<file path="config.mk">
export PLATFORM = sky130hd
export DESIGN_NAME = rtc_wp_seq
export DESIGN_NICKNAME = d
export VERILOG_FILES = /design/src/rtl/rtc_seq_pkg.sv /design/src/rtl/rtc_step_gen.sv /design/src/rtl/rtc_req_filter.sv /design/src/rtl/rtc_wp_seq.sv
export SDC_FILE = /design/constraint.sdc
export NUM_CORES = 1
export LEC_CHECK = 0
export ABC_AREA = 1
export CAP_MARGIN = 10
export CORE_MARGIN = 8
export CORE_UTILIZATION = 45
export DETAILED_ROUTE_END_ITERATION = 8
export DONT_BUFFER_PORTS = 1
export GPL_ROUTABILITY_DRIVEN = 0
export SLEW_MARGIN = 20
export SYNTH_ARGS = -nofsm -noshare
export SYNTH_HDL_FRONTEND = slang
export SYNTH_SLANG_ARGS = --single-unit
</file>
<file path="constraint.sdc">
create_clock -name clk -period 5.39 [get_ports clk]
set_clock_uncertainty 0.15 [all_clocks]
set_input_delay 0.539 -clock clk [delete_from_list [all_inputs] [get_ports clk]]
set_output_delay 0.539 -clock clk [all_outputs]
set_load 0.005 [all_outputs]
</file>
<file path="src/rtl/rtc_seq_pkg.sv">
package rtc_seq_pkg;

  typedef enum logic [1:0] {
    OP_START = 2'd0,
    OP_WRITE = 2'd1,
    OP_READ  = 2'd2,
    OP_STOP  = 2'd3
  } bus_op_e;

  typedef enum logic [2:0] {
    PH_IDLE,
    PH_PROBE,
    PH_PROBE_WP,
    PH_RD,
    PH_WR
  } phase_e;

  typedef enum logic [1:0] {
    IN_NONE,
    IN_TRICKLE,
    IN_SEC_RD,
    IN_SEC_WR
  } init_e;

  localparam int STEP_W = 4;

  localparam logic [7:0] CTRL_WR_CMD = 8'h8E;
  localparam logic [7:0] WP_CLEAR    = 8'h00;
  localparam logic [7:0] WP_SET      = 8'h80;
  localparam logic [7:0] SCR_WR_CMD  = 8'hC0;
  localparam logic [7:0] SCR_RD_CMD  = 8'hC1;
  localparam logic [7:0] PROBE_PAT   = 8'h42;

endpackage

</file>
<file path="src/rtl/rtc_step_gen.sv">
module rtc_step_gen
  import rtc_seq_pkg::*;
#(
  parameter int IDX_W = 5
) (
  input  phase_e             phase,
  input  logic [STEP_W-1:0]  step,
  input  logic [IDX_W-1:0]   idx,
  input  logic [7:0]         data,
  output bus_op_e            op,
  output logic [7:0]         obyte,
  output logic               last
);
  localparam int PAD_W = 7;

  logic [PAD_W-1:0] idx_ext;
  logic [7:0]       wr_cmd, rd_cmd;

  assign idx_ext = PAD_W'(idx);
  assign wr_cmd  = 8'h80 | {idx_ext, 1'b0};
  assign rd_cmd  = 8'h81 | {idx_ext, 1'b0};

  always_comb begin
    op    = OP_STOP;
    obyte = 8'h00;
    last  = 1'b0;
    unique case (phase)
      PH_RD: begin
        case (step)
          4'd0: op = OP_START;
          4'd1: begin op = OP_WRITE; obyte = rd_cmd; end
          4'd2: op = OP_READ;
          default: begin op = OP_STOP; last = 1'b1; end
        endcase
      end
      PH_WR: begin
        case (step)
          4'd0, 4'd4, 4'd8: op = OP_START;
          4'd1, 4'd9:       begin op = OP_WRITE; obyte = CTRL_WR_CMD; end
          4'd2:             begin op = OP_WRITE; obyte = WP_CLEAR; end
          4'd5:             begin op = OP_WRITE; obyte = wr_cmd; end
          4'd6:             begin op = OP_WRITE; obyte = data; end
          4'd10:            begin op = OP_WRITE; obyte = WP_SET; end
          4'd11:            begin op = OP_STOP; last = 1'b1; end
          default:          op = OP_STOP;
        endcase
      end
      PH_PROBE: begin
        case (step)
          4'd0, 4'd4, 4'd7: op = OP_START;
          4'd1:             begin op = OP_WRITE; obyte = CTRL_WR_CMD; end
          4'd2:             begin op = OP_WRITE; obyte = WP_CLEAR; end
          4'd5:             begin op = OP_WRITE; obyte = SCR_WR_CMD; end
          4'd6:             begin op = OP_WRITE; obyte = PROBE_PAT; end
          4'd8:             begin op = OP_WRITE; obyte = SCR_RD_CMD; end
          4'd9:             op = OP_READ;
          4'd10:            begin op = OP_STOP; last = 1'b1; end
          default:          op = OP_STOP;
        endcase
      end
      PH_PROBE_WP: begin
        case (step)
          4'd0: op = OP_START;
          4'd1: begin op = OP_WRITE; obyte = CTRL_WR_CMD; end
          4'd2: begin op = OP_WRITE; obyte = WP_SET; end
          default: begin op = OP_STOP; last = 1'b1; end
        endcase
      end
      default: begin
        op   = OP_STOP;
        last = 1'b1;
      end
    endcase
  end
endmodule

</file>
<file path="src/rtl/rtc_req_filter.sv">
module rtc_req_filter #(
  parameter int IDX_W       = 5,
  parameter bit READ_ONLY   = 1'b0,
  parameter int TRICKLE_IDX = 8
) (
  input  logic             present,
  input  logic             is_write,
  input  logic [IDX_W-1:0] idx,
  output logic             refuse
);
  logic ro_block;

  generate
    if (READ_ONLY) begin : g_ro
      assign ro_block = is_write && (idx != IDX_W'(TRICKLE_IDX));
    end else begin : g_rw
      assign ro_block = 1'b0;
    end
  endgenerate

  assign refuse = !present || ro_block;
endmodule

</file>
<file path="src/rtl/rtc_wp_seq.sv">
module rtc_wp_seq
  import rtc_seq_pkg::*;
#(
  parameter int         IDX_W       = 5,
  parameter bit         READ_ONLY   = 1'b0,
  parameter int         TRICKLE_IDX = 8,
  parameter int         SEC_IDX     = 0,
  parameter logic [7:0] TRICKLE_TAG = 8'hA0,
  parameter logic [7:0] CHARGE      = 8'h00
) (
  input  logic             clk,
  input  logic             rst,
  input  logic             req_valid,
  input  logic             req_write,
  input  logic [IDX_W-1:0] req_idx,
  input  logic [7:0]       req_wdata,
  output logic             busy,
  output logic             resp_done,
  output logic             resp_err,
  output logic [7:0]       resp_rdata,
  output logic             dev_present,
  output logic             txn_valid,
  output logic [1:0]       txn_op,
  output logic [7:0]       txn_byte,
  input  logic             txn_ack,
  input  logic [7:0]       txn_rdata
);
  localparam logic [7:0] TRICKLE_VAL = (TRICKLE_TAG & 8'hF0) | {4'h0, CHARGE[3:0]};
  localparam logic [7:0] HALT_CLR    = 8'h7F;

  phase_e             phase;
  init_e              istage;
  logic [STEP_W-1:0]  step;
  logic [IDX_W-1:0]   cur_idx;
  logic [7:0]         cur_data;
  logic [7:0]         rbyte;

  bus_op_e            sg_op;
  logic [7:0]         sg_byte;
  logic               sg_last;
  logic               refuse;

  rtc_step_gen #(.IDX_W(IDX_W)) u_steps (
    .phase (phase),
    .step  (step),
    .idx   (cur_idx),
    .data  (cur_data),
    .op    (sg_op),
    .obyte (sg_byte),
    .last  (sg_last)
  );

  rtc_req_filter #(
    .IDX_W       (IDX_W),
    .READ_ONLY   (READ_ONLY),
    .TRICKLE_IDX (TRICKLE_IDX)
  ) u_filter (
    .present  (dev_present),
    .is_write (req_write),
    .idx      (req_idx),
    .refuse   (refuse)
  );

  always_ff @(posedge clk) begin
    if (rst) begin
      phase       <= PH_PROBE;
      istage      <= IN_NONE;
      step        <= '0;
      cur_idx     <= '0;
      cur_data    <= '0;
      rbyte       <= '0;
      busy        <= 1'b1;
      dev_present <= 1'b0;
      resp_done   <= 1'b0;
      resp_err    <= 1'b0;
      resp_rdata  <= '0;
      txn_valid   <= 1'b0;
      txn_op      <= OP_START;
      txn_byte    <= '0;
    end else begin
      resp_done <= 1'b0;
      resp_err  <= 1'b0;
      if (phase == PH_IDLE) begin
        if (req_valid) begin
          if (refuse) begin
            resp_done <= 1'b1;
            resp_err  <= 1'b1;
          end else begin
            phase    <= req_write ? PH_WR : PH_RD;
            cur_idx  <= req_idx;
            cur_data <= req_wdata;
            step     <= '0;
            busy     <= 1'b1;
          end
        end
      end else if (!txn_valid) begin
        txn_valid <= 1'b1;
        txn_op    <= sg_op;
        txn_byte  <= sg_byte;
      end else if (txn_ack) begin
        txn_valid <= 1'b0;
        if (txn_op == OP_READ) rbyte <= txn_rdata;
        if (!sg_last) begin
          step <= step + 1'b1;
        end else begin
          step <= '0;
          case (phase)
            PH_PROBE: begin
              if (rbyte == PROBE_PAT) begin
                phase <= PH_PROBE_WP;
              end else begin
                phase <= PH_IDLE;
                busy  <= 1'b0;
              end
            end
            PH_PROBE_WP: begin
              dev_present <= 1'b1;
              phase       <= PH_WR;
              cur_idx     <= IDX_W'(TRICKLE_IDX);
              cur_data    <= TRICKLE_VAL;
              istage      <= IN_TRICKLE;
            end
            PH_RD: begin
              if (istage == IN_SEC_RD) begin
                phase    <= PH_WR;
                cur_data <= rbyte & HALT_CLR;
                istage   <= IN_SEC_WR;
              end else begin
                phase      <= PH_IDLE;
                busy       <= 1'b0;
                resp_done  <= 1'b1;
                resp_rdata <= rbyte;
              end
            end
            default: begin
              case (istage)
                IN_TRICKLE: begin
                  phase   <= PH_RD;
                  cur_idx <= IDX_W'(SEC_IDX);
                  istage  <= IN_SEC_RD;
                end
                IN_SEC_WR: begin
                  phase  <= PH_IDLE;
                  busy   <= 1'b0;
                  istage <= IN_NONE;
                end
                default: begin
                  phase     <= PH_IDLE;
                  busy      <= 1'b0;
                  resp_done <= 1'b1;
                end
              endcase
            end
          endcase
        end
      end
    end
  end
endmodule

</file>
==> flow_summary_export.csv <==
group,metric,value,unit
yosys,post_synth.cell_area_avg,6.63,µm²
final_layout,filler_cell_count,685,
yosys,synth_sequential_area_ratio,0.370,
yosys,ys_top_cells_by_count,"sky130_fd_sc_hd__nand2_1, sky130_fd_sc_hd__nor2_1, sky130_fd_sc_hd__dfxtp_1",
detailed_routing,postRouteAntennaNets,0,
final_layout,area_growth_syn_to_layout,3.79,%
worst_setup_path,critical_path_cell_list,"nor2_2 -> nand2_2 -> inv_4 -> nor2_1 -> inv_1 -> nand2_1 -> a21oi_1",
placement,port-buffer-count,0,
timing,final_critical_path_setup_slack,3020,ps
yosys,yosys.cell_count.top_type,"sky130_fd_sc_hd__nand2_1",
yosys,synth_enable_flop_cells,0,
yosys,synthesis.nets,463,
timing,fmax,421,MHz
flow_run,max_cap_viol,0,
cts,insertion_delay,310,ps
worst_setup_path,startpoint_of_the_worst_slack_reg_to_reg_timing_path,"phase[2]",
timing,part_of_the_cycle_the_worst_path_needs,0.440,
worst_setup_path,crit_required,5450,ps
cts,cts.repair.resized,0,
cts,clkSlewWorstSetupHoldPaths,100,ps
timing,finalHoldViolCount,0,
yosys,synth.yosys.warnings,0,
worst_setup_path,worst-path-max-fanout,17,
global_route,maximum_number_of_pins_on_one_net_before_global_route_repair,35,
yosys,synth_top_family_by_area,"simple AND/OR/NAND/NOR gates",
global_route,grt_use_total,0.169,
yosys,synth_cell_types,35,
floorplanning,dieHeight,95.8,µm
worst_setup_path,worstSetupEndpoint,"txn_byte[5]",
final_layout,drive_gt1_frac,0.0843,
yosys,flops_latches_synth,53,
timing,setup_total_negative_slack,0,ps
power_and_ir_drop,pwr_per_cell_area,232,mW/mm²
timing,finalSetupViolations,0,
worst_setup_path,critPathMaxStageDelay,680,ps
cts,clkSinkCount,53,
floorplanning,rows,29,
floorplanning,top_level_ports,49,
detailed_routing,routedWlPerCell,14.7,µm
timing,tightestPinTransition,963,ps
yosys,netlist.top_cell.by_area,"sky130_fd_sc_hd__dfxtp_1",
yosys,synth.area.top_cells,"sky130_fd_sc_hd__dfxtp_1, sky130_fd_sc_hd__nand2_1, sky130_fd_sc_hd__nor2_1",
final_layout,stdcell_count,504,
floorplanning,start_util,0.460,
yosys,ys.flop_type,"sky130_fd_sc_hd__dfxtp_1",
timing,max-slew-margin-rel,0.357,
min_path,worst_hold_path_type,"primary input to register",
yosys,synth_area_in_compound_gates,0.141,
global_route,first_global_vias,2517,
cts,tritoncts,"done",
yosys,muxShareOfSynthArea,0,
global_route,gr-total-overflow,0,
cts,cts_max_path_buffers,2,
detailed_routing,total_detailed_routing_wirelength,7.39,mm
yosys,asyncSetResetFlopFracSynth,0,
floorplanning,die_area,0.00919,mm²
yosys,synth-adder-area-share,0.0174,
timing,drv_slew,0,
detailed_routing,drt_iter0_markers,148,
global_route,grt_most_used_layer,"met2",
power_and_ir_drop,vdd_ir_drop_max,0.000103,V
worst_setup_path,timing.critical_path.from,"phase[2]",
cts,clock_buffers_created_by_tritoncts,5,
yosys,synth.cell_area,0.00287,mm²
cts,post_cts_hold_buffer_count,0,
final_layout,num_antenna_cells,0,
timing,grt_setup_unrepaired,"false",
timing,final_period_minus_worst_setup_slack,2370,ps
worst_setup_path,worstSetupPathType,"register to register",
worst_setup_path,timing.critical_path.from_type,"register",
worst_setup_path,cp_slowest_cell,"sky130_fd_sc_hd__nor2_1",
worst_setup_path,r2r_setup_slack,3020,ps
placement,detailed_place_hpwl,5.69,mm
yosys,yosys.area_share.xor_xnor,0.00916,
placement,pre_cts_ws,3030,ps
global_route,gr-usage-met1,0.215,
cts,post-cts-setup-buffers,0,
floorplanning,floorplan.die.width,95.8,µm
final_layout,num-nets-final,456,
detailed_routing,avgViaCountPerCell,5.20,
worst_setup_path,worstRegToRegCells,7,
placement,place_inst,496,
detailed_routing,vias,2621,
cts,cts_htree_levels,2,
detailed_routing,route.detailed.drc,0,
global_route,grt_antenna_before_repair,1,
cts,cts.root.buffer_cell,"sky130_fd_sc_hd__clkbuf_8",
global_route,grt_pass1_wl,12.4,mm
detailed_routing,drt_first_pass_iters,4,
yosys,synth_simple_gate_area_frac,0.376,
yosys,mapped_cells,433,
worst_setup_path,r2r-end,"txn_byte[5]",
worst_setup_path,end_kind,"register",
global_route,grt_use_met3,0.0484,
worst_setup_path,cp.arrival,2430,ps
outcome,run_status,"complete, no violations",
timing,whs,136,ps
global_route,use_met2,0.271,
floorplanning,core_area,0.00624,mm²
power_and_ir_drop,static-leakage-power,1.27,nW
yosys,yosys.area.top_type_share,0.370,
state kept, by name, indices dropped and copies added (netlist names):
signal and cells:
resp_done 1, busy 1, phase 3, resp_err 1, txn_valid 1, txn_byte 8
dev_present 1, cur_data 8, txn_op 2, istage 2, step 4, resp_rdata 8
cur_idx 5, rbyte 8
critical path: cells and delay by family (launching register included):
family,cells,cell delay (ps)
and+or+nand+nor,4,1150
DFF,1,500
AOI/OAI and AO/OA,1,70
buffers and inverters,2,400
per-stage QoR:
step	power (mW)	instance area, µm²	util
after global routing	0.720	2980	0.477
final	0.690	2980	0.477
after global placement	0.469	2890	0.463
after CTS	0.698	2980	0.477
after detailed placement	0.469	2890	0.463
after floorplan	0.459	2870	-
layout make-up:
type                       instances  area (µm²)  share of cell area
clock inverter                     2        13.8             0.00462
inverter                          46         175              0.0588
sequential                        53        1060               0.356
multi-input combinational        320        1560               0.524
clock buffer                       6        72.6              0.0244
tap                               77        96.3              0.0324
worst min path at each step:
| stage | startpoint | end | slack [ps] | cells after the start |
|---|---|---|---|---|
| 2_1_floorplan | cur_idx[3] | cur_idx[3] | 290 | 2 |
| 3_3_place_gp | cur_data[2] | cur_data[2] | 320 | 2 |
| 3_5_place_dp | cur_data[1] | cur_data[1] | 320 | 2 |
| 4_1_cts | rst | txn_byte[1] | 130 | 1 |
| 5_1_grt | rst | txn_byte[1] | 120 | 1 |
| 6_report | rst | txn_byte[1] | 140 | 1 |
power breakdown:
group,internal (mW),switching (mW)
combinational,0.0182,0.0374
sequential,0.398,0.00679
clock,0.0930,0.136
layout by cell type, fill, tap and decap left out, drive strengths merged, types with 3 or more instances in the layout:
master | netlist | final
o21ai | 29 | 29
nand2 | 124 | 124
clkbuf | 6 | 6
o2111ai | 8 | 8
ha | 4 | 4
a21oi | 29 | 29
xor2 | 3 | 3
nand3b | 3 | 3
nand4 | 6 | 6
nor3 | 6 | 6
nand3 | 30 | 30
inv | 45 | 46
nor2 | 70 | 70
dfxtp | 53 | 53
metal layers:
layer  routed length [µm]  vias to the layer above
li1                     -                     1386
met1                 3490                     1154
met2                 3260                       67
met3                  508                       12
met4                  118                        2
met5                   16                        -
kinds of logic (layout without fill, tap and decap cells):
| kind of cell | Yosys count | count (layout) |
|---|---|---|
| simple gates | 241 | 241 |
| compound gates | 72 | 72 |
| fa+ha+maj | 4 | 4 |
| flops | 53 | 53 |
| buf+inv | 60 | 54 |
| xor+xnor | 3 | 3 |
(Power assumes the default switching activity.)
